<file path="src/rtl/mbp_pkg.sv">
package mbp_pkg;

  typedef enum logic [1:0] {
    PCM_IN     = 2'd0,
    PCM_LO_OUT = 2'd1,
    PCM_HI_OUT = 2'd2,
    PCM_OUT    = 2'd3
  } pc_mode_e;

  localparam int REG_CFG = 0;
  localparam int REG_PA  = 1;
  localparam int REG_PB  = 2;
  localparam int REG_PC  = 3;

  localparam int CFG_W       = 4;
  localparam int CFG_PA_BIT  = 0;
  localparam int CFG_PB_BIT  = 1;
  localparam int CFG_PCM_LSB = 2;

  function automatic logic ce_is_active(logic lvl, bit active_high);
    return active_high ? lvl : ~lvl;
  endfunction

  function automatic logic pc_bit_out(pc_mode_e m, bit upper);
    case (m)
      PCM_OUT:    return 1'b1;
      PCM_LO_OUT: return ~upper;
      PCM_HI_OUT: return upper;
      default:    return 1'b0;
    endcase
  endfunction

endpackage

</file>
<file path="src/rtl/mbp_addr_latch.sv">
module mbp_addr_latch #(
  parameter int  DATA_W         = 8,
  parameter bit  CE_ACTIVE_HIGH = 1'b0
) (
  input  logic              clk,
  input  logic              rst,
  input  logic              ale,
  input  logic [DATA_W-1:0] ad_i,
  input  logic              ce_pin,
  input  logic              iom,
  output logic [DATA_W-1:0] addr_q,
  output logic              ce_q,
  output logic              iom_q
);

  always_ff @(posedge clk) begin
    if (rst) begin
      addr_q <= '0;
      ce_q   <= ~CE_ACTIVE_HIGH;
      iom_q  <= 1'b0;
    end else if (ale) begin
      addr_q <= ad_i;
      ce_q   <= ce_pin;
      iom_q  <= iom;
    end
  end

endmodule

</file>
<file path="src/rtl/mbp_ram.sv">
module mbp_ram #(
  parameter int DATA_W = 8
) (
  input  logic              clk,
  input  logic              we,
  input  logic [DATA_W-1:0] addr,
  input  logic [DATA_W-1:0] wdata,
  output logic [DATA_W-1:0] rdata
);

  localparam int DEPTH = 1 << DATA_W;

  logic [DATA_W-1:0] mem [DEPTH];

  always_ff @(posedge clk) begin
    if (we) mem[addr] <= wdata;
  end

  assign rdata = mem[addr];

endmodule

</file>
<file path="src/rtl/mbp_port_regs.sv">
module mbp_port_regs
  import mbp_pkg::*;
#(
  parameter int DATA_W = 8,
  parameter int PC_W   = 6
) (
  input  logic              clk,
  input  logic              rst,
  input  logic              we,
  input  logic [DATA_W-1:0] ofs,
  input  logic [DATA_W-1:0] wdata,
  input  logic [DATA_W-1:0] pa_i,
  input  logic [DATA_W-1:0] pb_i,
  input  logic [PC_W-1:0]   pc_i,
  output logic [DATA_W-1:0] rdata,
  output logic [DATA_W-1:0] pa_o,
  output logic [DATA_W-1:0] pa_oe,
  output logic [DATA_W-1:0] pb_o,
  output logic [DATA_W-1:0] pb_oe,
  output logic [PC_W-1:0]   pc_o,
  output logic [PC_W-1:0]   pc_oe,
  output logic [CFG_W-1:0]  cfg_q
);

  localparam logic [DATA_W-1:0] OFS_CFG = DATA_W'(REG_CFG);
  localparam logic [DATA_W-1:0] OFS_PA  = DATA_W'(REG_PA);
  localparam logic [DATA_W-1:0] OFS_PB  = DATA_W'(REG_PB);
  localparam logic [DATA_W-1:0] OFS_PC  = DATA_W'(REG_PC);
  localparam int                PC_LO   = PC_W / 2;

  logic [DATA_W-1:0] pa_q, pb_q;
  logic [PC_W-1:0]   pc_q;
  pc_mode_e          pc_mode;

  always_ff @(posedge clk) begin
    if (rst) begin
      cfg_q <= '0;
      pa_q  <= '0;
      pb_q  <= '0;
      pc_q  <= '0;
    end else if (we) begin
      case (ofs)
        OFS_CFG: cfg_q <= wdata[CFG_W-1:0];
        OFS_PA:  pa_q  <= wdata;
        OFS_PB:  pb_q  <= wdata;
        OFS_PC:  pc_q  <= wdata[PC_W-1:0];
        default: ;
      endcase
    end
  end

  assign pc_mode = pc_mode_e'(cfg_q[CFG_PCM_LSB +: 2]);
  assign pa_oe   = {DATA_W{cfg_q[CFG_PA_BIT]}};
  assign pb_oe   = {DATA_W{cfg_q[CFG_PB_BIT]}};
  assign pa_o    = pa_q;
  assign pb_o    = pb_q;
  assign pc_o    = pc_q;

  // Port C splits into a lower and an upper group that the mode enables separately.
  for (genvar i = 0; i < PC_W; i++) begin : g_pc_dir
    assign pc_oe[i] = pc_bit_out(pc_mode, i >= PC_LO);
  end

  always_comb begin
    case (ofs)
      OFS_CFG: rdata = DATA_W'(cfg_q);
      OFS_PA:  rdata = (pa_q & pa_oe) | (pa_i & ~pa_oe);
      OFS_PB:  rdata = (pb_q & pb_oe) | (pb_i & ~pb_oe);
      OFS_PC:  rdata = DATA_W'((pc_q & pc_oe) | (pc_i & ~pc_oe));
      default: rdata = '0;
    endcase
  end

endmodule

</file>
<file path="src/rtl/mbus_periph.sv">
module mbus_periph
  import mbp_pkg::*;
#(
  parameter int DATA_W         = 8,
  parameter int PC_W           = 6,
  parameter bit CE_ACTIVE_HIGH = 1'b0
) (
  input  logic              clk,
  input  logic              rst,
  input  logic              ale,
  input  logic              ce_pin,
  input  logic              iom,
  input  logic              rd_n,
  input  logic              wr_n,
  input  logic [DATA_W-1:0] ad_i,
  output logic [DATA_W-1:0] ad_o,
  output logic              ad_oe,
  input  logic [DATA_W-1:0] pa_i,
  output logic [DATA_W-1:0] pa_o,
  output logic [DATA_W-1:0] pa_oe,
  input  logic [DATA_W-1:0] pb_i,
  output logic [DATA_W-1:0] pb_o,
  output logic [DATA_W-1:0] pb_oe,
  input  logic [PC_W-1:0]   pc_i,
  output logic [PC_W-1:0]   pc_o,
  output logic [PC_W-1:0]   pc_oe
);

  logic [DATA_W-1:0] addr_q, ram_rdata, reg_rdata;
  logic              ce_q, iom_q;
  logic              ce_act, rd_act, wr_act, ram_we, reg_we;
  logic [CFG_W-1:0]  cfg_q;

  mbp_addr_latch #(.DATA_W(DATA_W), .CE_ACTIVE_HIGH(CE_ACTIVE_HIGH)) u_latch (
    .clk(clk), .rst(rst), .ale(ale), .ad_i(ad_i), .ce_pin(ce_pin), .iom(iom),
    .addr_q(addr_q), .ce_q(ce_q), .iom_q(iom_q)
  );

  assign ce_act = ce_is_active(ce_q, CE_ACTIVE_HIGH);
  assign rd_act = ~rd_n & ce_act;
  assign wr_act = ~wr_n & ce_act;
  assign ram_we = wr_act & ~iom_q;
  assign reg_we = wr_act & iom_q;

  mbp_ram #(.DATA_W(DATA_W)) u_ram (
    .clk(clk), .we(ram_we), .addr(addr_q), .wdata(ad_i), .rdata(ram_rdata)
  );

  mbp_port_regs #(.DATA_W(DATA_W), .PC_W(PC_W)) u_regs (
    .clk(clk), .rst(rst), .we(reg_we), .ofs(addr_q), .wdata(ad_i),
    .pa_i(pa_i), .pb_i(pb_i), .pc_i(pc_i), .rdata(reg_rdata),
    .pa_o(pa_o), .pa_oe(pa_oe), .pb_o(pb_o), .pb_oe(pb_oe),
    .pc_o(pc_o), .pc_oe(pc_oe), .cfg_q(cfg_q)
  );

  assign ad_oe = rd_act;
  assign ad_o  = iom_q ? reg_rdata : ram_rdata;

endmodule

</file>
<file path="config.mk">
export PLATFORM = sky130hd
export DESIGN_NAME = mbus_periph
export DESIGN_NICKNAME = d
export VERILOG_FILES = /design/src/rtl/mbp_pkg.sv /design/src/rtl/mbp_addr_latch.sv /design/src/rtl/mbp_ram.sv /design/src/rtl/mbp_port_regs.sv /design/src/rtl/mbus_periph.sv
export SDC_FILE = /design/constraint.sdc
export NUM_CORES = 2
export LEC_CHECK = 0
export ABC_AREA = 1
export BUFFER_PORTS_ARGS = -buffer_cell sky130_fd_sc_hd__buf_2
export CAP_MARGIN = 20
export CORE_MARGIN = 2
export CORE_UTILIZATION = 45
export DETAILED_ROUTE_END_ITERATION = 8
export GPL_TIMING_DRIVEN = 0
export PLACE_DENSITY = 0.65
export SLEW_MARGIN = 20
export SYNTH_ARGS = -nofsm -noshare
export SYNTH_HDL_FRONTEND = slang
export SYNTH_SLANG_ARGS = --single-unit
</file>
<file path="constraint.sdc">
create_clock -name clk -period 3.3 [get_ports clk]
set_clock_uncertainty 0.15 [all_clocks]
set_input_delay 0.165 -clock clk [delete_from_list [all_inputs] [get_ports clk]]
set_output_delay 0.165 -clock clk [all_outputs]
set_load 0.02 [all_outputs]
</file>
; ---- Word-level counts from Yosys, hierarchy flattened
; Memory sizes are Yosys's and may differ from the RTL's. A register that Yosys moved wholly into a read port is not among the register bits.
; Index checks and enable logic that the tools add are counted.
[classes]
order_cmp = 0
shift = 0
n_div = 0
n_mux = 8
eq_ne = 6
addsub = 0
bitwise_logic = 20
n_reduce_logical = 7
mul = 0
[ops]
columns = cell, count
row1 = 8-bit AND, 4
row2 = 8-bit one-hot mux with 4 select lines, 1
row3 = 8-bit 2-to-1 mux, 3
row4 = 8-bit OR, 3
row5 = "8-bit by 2-bit equality test with 1-bit output, second input constant", 2
row6 = 8-bit inverter, 2
row7 = 6-bit by 8-bit AND with 8-bit output, 1
row8 = "8-bit by 1-bit equality test with 1-bit output, second input constant", 1
row9 = 8-bit logical NOT, 1
row10 = 6-bit inverter with 8-bit output, 1
row11 = 2-bit AND reduction, 4
row12 = 6-bit AND, 1
row13 = 1-bit AND, 4
row14 = "2-bit equality test, second input constant", 2
row15 = 1-bit 2-to-1 mux, 4
row16 = 1-bit inverter, 4
row17 = 2-bit OR reduction, 2
row18 = "2-bit by 1-bit equality test with 1-bit output, second input constant", 1
[totals]
mem_bits_rw = 2048
latchBits = 0
mem_count = 1
romBits = 0
regBits = 36
inputBits = 37
word_cells = 49
[memory_table]
columns = name, words, width, rd, rd_ports_with_merged_regs, wr, line_no
row1 = u_ram.mem, 256, 8, 1, 1, 1, mbp_ram.sv:13  ; logic [DATA_W-1:0] mem [DEPTH];

; ---- Logic depth before layout (Yosys ltp)
[logic_depth]
depth_word = 8
ltp_mapped = 17
depth_no_buf = 13

; ---- By module
; Synthesis repeated with hierarchy kept, for this count alone.
[hier_totals]
cells_unflattened = 8415
hier_area_um2 = 87139.8
[modules_own_cells]
columns = module, seq_area_each_um2, n_inst, cells_per_inst, area_each_um2
row1 = mbp_ram, 61499.0, 1, 8013, 84696.2
row2 = mbp_port_regs, 520.5, 1, 308, 1901.8
row3 = mbp_addr_latch, 200.2, 1, 62, 414.1
row4 = mbus_periph, 0.0, 1, 32, 127.6

; ---- Least setup slack after synthesis
; No wires, ideal clock.
[synth_timing]
path_kind = flip-flop to flip-flop
start = register u_latch.ce_q
end = memory u_ram.mem[105][0], enable pin
path_buffers = 1
setup_slack_ps = 1222
setup_time_ps = 370
path_stages_with_launch = 7
t_arrival_ps = 1558
path_cell_list = dfxtp_1 > nor2_1 > nand2_1 > nor2_1 > nand2_1 > clkbuf_1 > nor2_1
[synth_via]
elab_chain_cells = 5
[synth_rtl]
columns = element, line_no
row1 = "start, declared", mbp_addr_latch.sv:12  ; output logic ce_q,
row2 = "start signal, assigned", mbp_addr_latch.sv:19  ; ce_q <= ~CE_ACTIVE_HIGH;
row3 = "start signal, assigned", mbp_addr_latch.sv:23  ; ce_q <= ce_pin;
row4 = 1-bit inverter, mbp_pkg.sv:21  ; return active_high ? lvl : ~lvl;
row5 = 1-bit AND, mbus_periph.sv:41  ; assign wr_act = ~wr_n & ce_act;
row6 = 1-bit AND, mbus_periph.sv:42  ; assign ram_we = wr_act & ~iom_q;
row7 = 1-bit 2-to-1 mux, mbp_ram.sv:16  ; if (we) mem[addr] <= wdata;
row8 = 1-bit 2-to-1 mux (implied by the code), mbp_ram.sv:16
row9 = "end, declared", mbp_ram.sv:13
; No other way between the ends.

==> impl.org <==
** Drt
- Total DRC errors in the routed layout :: 0
- Count of vias placed by the detailed router :: 62,347
- Mean number of vias per cell :: 6.03
- Routed Wire Length :: 304 mm
- Violation count after the first detailed-route iteration :: 10,075
- Dividing the detail-routed wire length by the instance count gives 29.5 um.
- The first detailed-routing pass ran for 8 iterations.
- Once detail routing completed, the nets flagged for antenna violations numbered 0.

** Clock network
- Clock tree synthesis inserted a total of 203 buffers.
- CTS H-tree depth :: 4
- CTS placed an instance of sky130_fd_sc_hd__clkbuf_16 at the clock tree root.
- Number of clock sinks seen by CTS :: 2,092
- After clock tree synthesis, the clock-pin slew on the worst setup and hold paths is 0.06 ns.
- No sink is reached through more buffers than the 3 on the longest clock path.
- TritonCTS clock tree :: yes
- Clock latency on the worst-skew pair :: 0.88 ns

** Final layout
- Synth-to-layout area growth :: 17.9%
- Number of nets in the layout :: 7,700
- Cell area after layout :: 0.101 mm^2
- The finished layout holds 10,331 standard cells, fillers aside.
- The post-route netlist has 16.9% of its cells at a drive strength greater than 1.
- Number of filler cells placed in the layout :: 15,755

** GRT
- GRT Resource Usage Total :: 30.8%
- Pin count of the biggest net entering global routing :: 108
- Most congested layer reported by global routing :: met2
- Number of antenna violations at the first check in global routing :: 12
- The first global-routing pass estimated 421 mm of wire.
- Global-route track usage on met2 :: 46.1%
- In the global route stage, met1 resource usage came out at 41.0%.
- Routing usage on met3 :: 7.94%
- The number of global-route vias before repair came to 57,352.
- Grt ovf :: 0

** Worst setup path
- The worst setup path is launched from a flop.
- Number of cells traversed by the worst register-to-register path :: 5
- The kind of cell with the highest combined delay along the critical path is simple AND/OR/NAND/NOR gates.
- Crit end category :: primary output
- Data arrival time of the critical path :: 3.62 ns
- Critical Path Fanout Max :: 10
- The setup path with the least slack is of type reg -> out.
- The largest single stage delay on the critical path is 0.46 ns.
- The critical path contains buffers and inverters numbering 4 combined.
- The critical path runs through a total of 13 cells.
- Traced cell by cell, the critical path runs through inv_1 -> clkbuf_2 -> clkbuf_2 -> nand3_1 -> nand3_2 -> nand2_4 -> nand2_1 -> nand2_1 -> nand2_1 -> nand3_1 -> nand3_2 -> nand2_1 -> buf_2.
- Critical path data required time :: 2.98 ns
- The cell that appears most often on the critical path is sky130_fd_sc_hd__nand2_1.
- Cell at the slowest stage of the critical path :: sky130_fd_sc_hd__dfxtp_1

** Synth
- sky130_fd_sc_hd__nand2_1 is the most common cell in the netlist.
- Count of flip-flops with a built-in enable after synthesis :: 2,048
- During synthesis, Yosys emitted a total of 0 warnings.
- Synthesis handed over a netlist of 7,305 instances.
- The commonest cells after synthesis are sky130_fd_sc_hd__nand2_1, sky130_fd_sc_hd__edfxtp_1, sky130_fd_sc_hd__nand3_1.
- The biggest area contributor in the post-synthesis netlist is sky130_fd_sc_hd__edfxtp_1.
- After synthesis, the netlist uses 31 different library cells.
- When the netlist entered floorplanning its net count stood at 7,342.
- Among all flip-flop cells after synthesis, the most frequent one is sky130_fd_sc_hd__edfxtp_1.
- Averaged over all synthesized cells, the footprint is 11.7 um^2.
- In the synthesized netlist the async set-or-reset flop fraction comes to 0%.
- The cell area that synthesis handed to floorplanning was 0.0854 mm^2.
- Synthesis inferred 2,092 register bits.
- Cells taking the most area after synthesis :: sky130_fd_sc_hd__edfxtp_1, sky130_fd_sc_hd__nand3_1, sky130_fd_sc_hd__nand2_1, sky130_fd_sc_hd__buf_2, sky130_fd_sc_hd__nor2_1
- Fraction of synthesized cell area taken by the top area cell type :: 72.0%
- Summing the sequential cell areas from Yosys gives 73.1% of the chip area.

** Die
- The die is 440 um tall.
- Top Ports :: 90
- Core ar. :: 0.188 mm^2
- Starting utilization of the core area :: 45.4%
- Total Die Area :: 0.193 mm^2
- Die outline width :: 440 um
- Standard-cell rows :: 159

** STA
- Slew of the pin with the lowest slew margin :: 1.09 ns
- Setup repair after global routing could not meet its margin everywhere.
- Subtracting the final worst setup slack from the clock period gives 3.93 ns.
- Period utilization :: 119%
- Static timing analysis puts the maximum clock frequency at 254 MHz.
- Count of final hold-check violations :: 0
- In this run the tightest slew margin relative to its limit is 27.3%.
- Setup slack on the critical path of the routed design comes to -0.632 ns.
- Setup violations remaining at the end of the flow were counted as 10.
- Aggregate negative setup slack :: -4.80 ns
- The number of pins exceeding their max-slew limit in the final report came to 0.

** Placement
- Input and output buffers added on the ports amount to 89.
- Once placement finished, the instance area stood at 0.0900 mm^2.
- Gpl congestion :: 1.03
- # placed instances :: 9,925
- Detailed placement ended at an HPWL of 207 mm.

** Run status
- The run finished, with violations left.
- The checks that failed: setup timing.

** Run
- Max-cap violations in this run came to 0.

** Power and ir drop
- Pwr dens :: 581 mW/mm^2
- Leak pwr :: 35.8 nW
- Final Total Pwr :: 58.5 mW
- Across the VDD grid, the largest voltage drop is 0.432 mV.

** Worst hold path
- The worst hold path belongs to the class in -> reg.
- Hold path depth :: 4
## flip-flops by register name (all words and copies together) (netlist names), named ones only
signal,flops
u_latch.addr_q,8
u_latch.ce_q,1
u_latch.iom_q,1
u_ram.mem,2048
u_regs.cfg_q,4
u_regs.pa_o,8
u_regs.pb_o,8
u_regs.pc_o,6
## power by group
| group | internal, mW | switching, mW | total [mW] |
|---|---|---|---|
| sequential | 29.2 | 0.0199 | 29.2 |
| combinational | 1.55 | 4.29 | 5.85 |
| clock | 13.1 | 10.4 | 23.4 |
## tightest hold or removal path, stage by stage
cell                            delay (ns)
sky130_fd_sc_hd__dlygate4sd3_1        0.55
sky130_fd_sc_hd__buf_2                0.17
sky130_fd_sc_hd__o21ai_0              0.16
sky130_fd_sc_hd__a21oi_1              0.06
## kinds of logic after synthesis
logic type | after synthesis | synth area share, %
buffers and inverters | 557 | 3.34
DFF | 2092 | 73.1
and+or+nand+nor | 4566 | 23.0
AOI/OAI and AO/OA | 90 | 0.592
## path summary, 6_finish.rpt
check,start,end,slack [ns]
setup / recovery,flop,ad_o[3],-0.63
hold / removal,ale,u_latch.addr_q[2],0.13
setup reg to reg,u_latch.addr_q[7],u_ram.mem[182][6],-0.01
hold reg to reg,u_regs.pc_o[4],u_regs.pc_o[4],0.37
## area by class of cell
| type | instances | area [um^2] | area share, % |
|---|---|---|---|
| sequential | 2092 | 62400 | 62.0 |
| multi-input combinational | 4656 | 22300 | 22.1 |
| clock buffer | 247 | 5310 | 5.27 |
| buffer | 510 | 4200 | 4.17 |
| tap | 2495 | 3120 | 3.10 |
| timing repair buffer | 156 | 1870 | 1.86 |
| clock inverter | 128 | 1310 | 1.31 |
| inverter | 44 | 190 | 0.189 |
| antenna | 3 | 7.51 | 0.00746 |
## placed cells by master (no fill, tap or decap), types with 8 or more instances in the layout
| master | Yosys | routed |
|---|---|---|
| sky130_fd_sc_hd__nand2_1 | 2308 | 2259 |
| sky130_fd_sc_hd__edfxtp_1 | 2048 | 2048 |
| sky130_fd_sc_hd__nand3_1 | 1951 | 1764 |
| sky130_fd_sc_hd__clkbuf_16 | 0 | 209 |
| sky130_fd_sc_hd__buf_4 | 81 | 175 |
| sky130_fd_sc_hd__buf_2 | 261 | 162 |
| sky130_fd_sc_hd__nand3_2 | 0 | 151 |
| sky130_fd_sc_hd__nor2_1 | 287 | 128 |
| sky130_fd_sc_hd__nor2_2 | 1 | 110 |
| sky130_fd_sc_hd__buf_6 | 15 | 85 |
| sky130_fd_sc_hd__clkbuf_1 | 124 | 71 |
| sky130_fd_sc_hd__nor2_4 | 5 | 55 |
| sky130_fd_sc_hd__clkinv_2 | 0 | 45 |
| sky130_fd_sc_hd__clkbuf_2 | 0 | 44 |
| sky130_fd_sc_hd__clkinv_1 | 4 | 44 |
| sky130_fd_sc_hd__dfxtp_1 | 44 | 42 |
| sky130_fd_sc_hd__clkbuf_4 | 1 | 39 |
| sky130_fd_sc_hd__buf_16 | 0 | 38 |
| sky130_fd_sc_hd__a21oi_1 | 37 | 37 |
| sky130_fd_sc_hd__nand3_4 | 0 | 36 |
| sky130_fd_sc_hd__inv_1 | 34 | 32 |
| sky130_fd_sc_hd__o21ai_0 | 32 | 32 |
| sky130_fd_sc_hd__buf_8 | 1 | 29 |
| sky130_fd_sc_hd__nand2_4 | 0 | 26 |
| sky130_fd_sc_hd__nand2_2 | 1 | 24 |
| sky130_fd_sc_hd__dlygate4sd3_1 | 0 | 22 |
| sky130_fd_sc_hd__bufinv_16 | 0 | 20 |
| sky130_fd_sc_hd__clkbuf_8 | 0 | 19 |
| sky130_fd_sc_hd__buf_12 | 0 | 13 |
| sky130_fd_sc_hd__clkinvlp_4 | 0 | 8 |
## metal layers
layer,up-vias,wire length (um)
met5,-,148
met4,16,20100
met3,826,39900
met2,4516,134000
met1,30412,110000
li1,26577,-
## timing repair
item                                     CTS  global route
pin swaps                                 26            13
gates resized for setup                  879           175
hold endpoints to repair                1060             0
buffers inserted                           3             0
endpoints found under the setup margin  1479           868
hold buffers                              22             0
gates cloned                               3             3
## through the flow
stage                     utilization (%)  hold slack, ns  setup WS [ns]
final                                53.5           0.132         -0.632
after global routing                 53.5           0.143         -0.631
after CTS                            53.1           0.100         -0.567
after detailed placement             47.8           0.240         -0.828
after global placement               47.3           0.230          -2.80
after floorplan                         -          0.0935           1.22
Note: power is estimated with default switching activity, not from simulation.
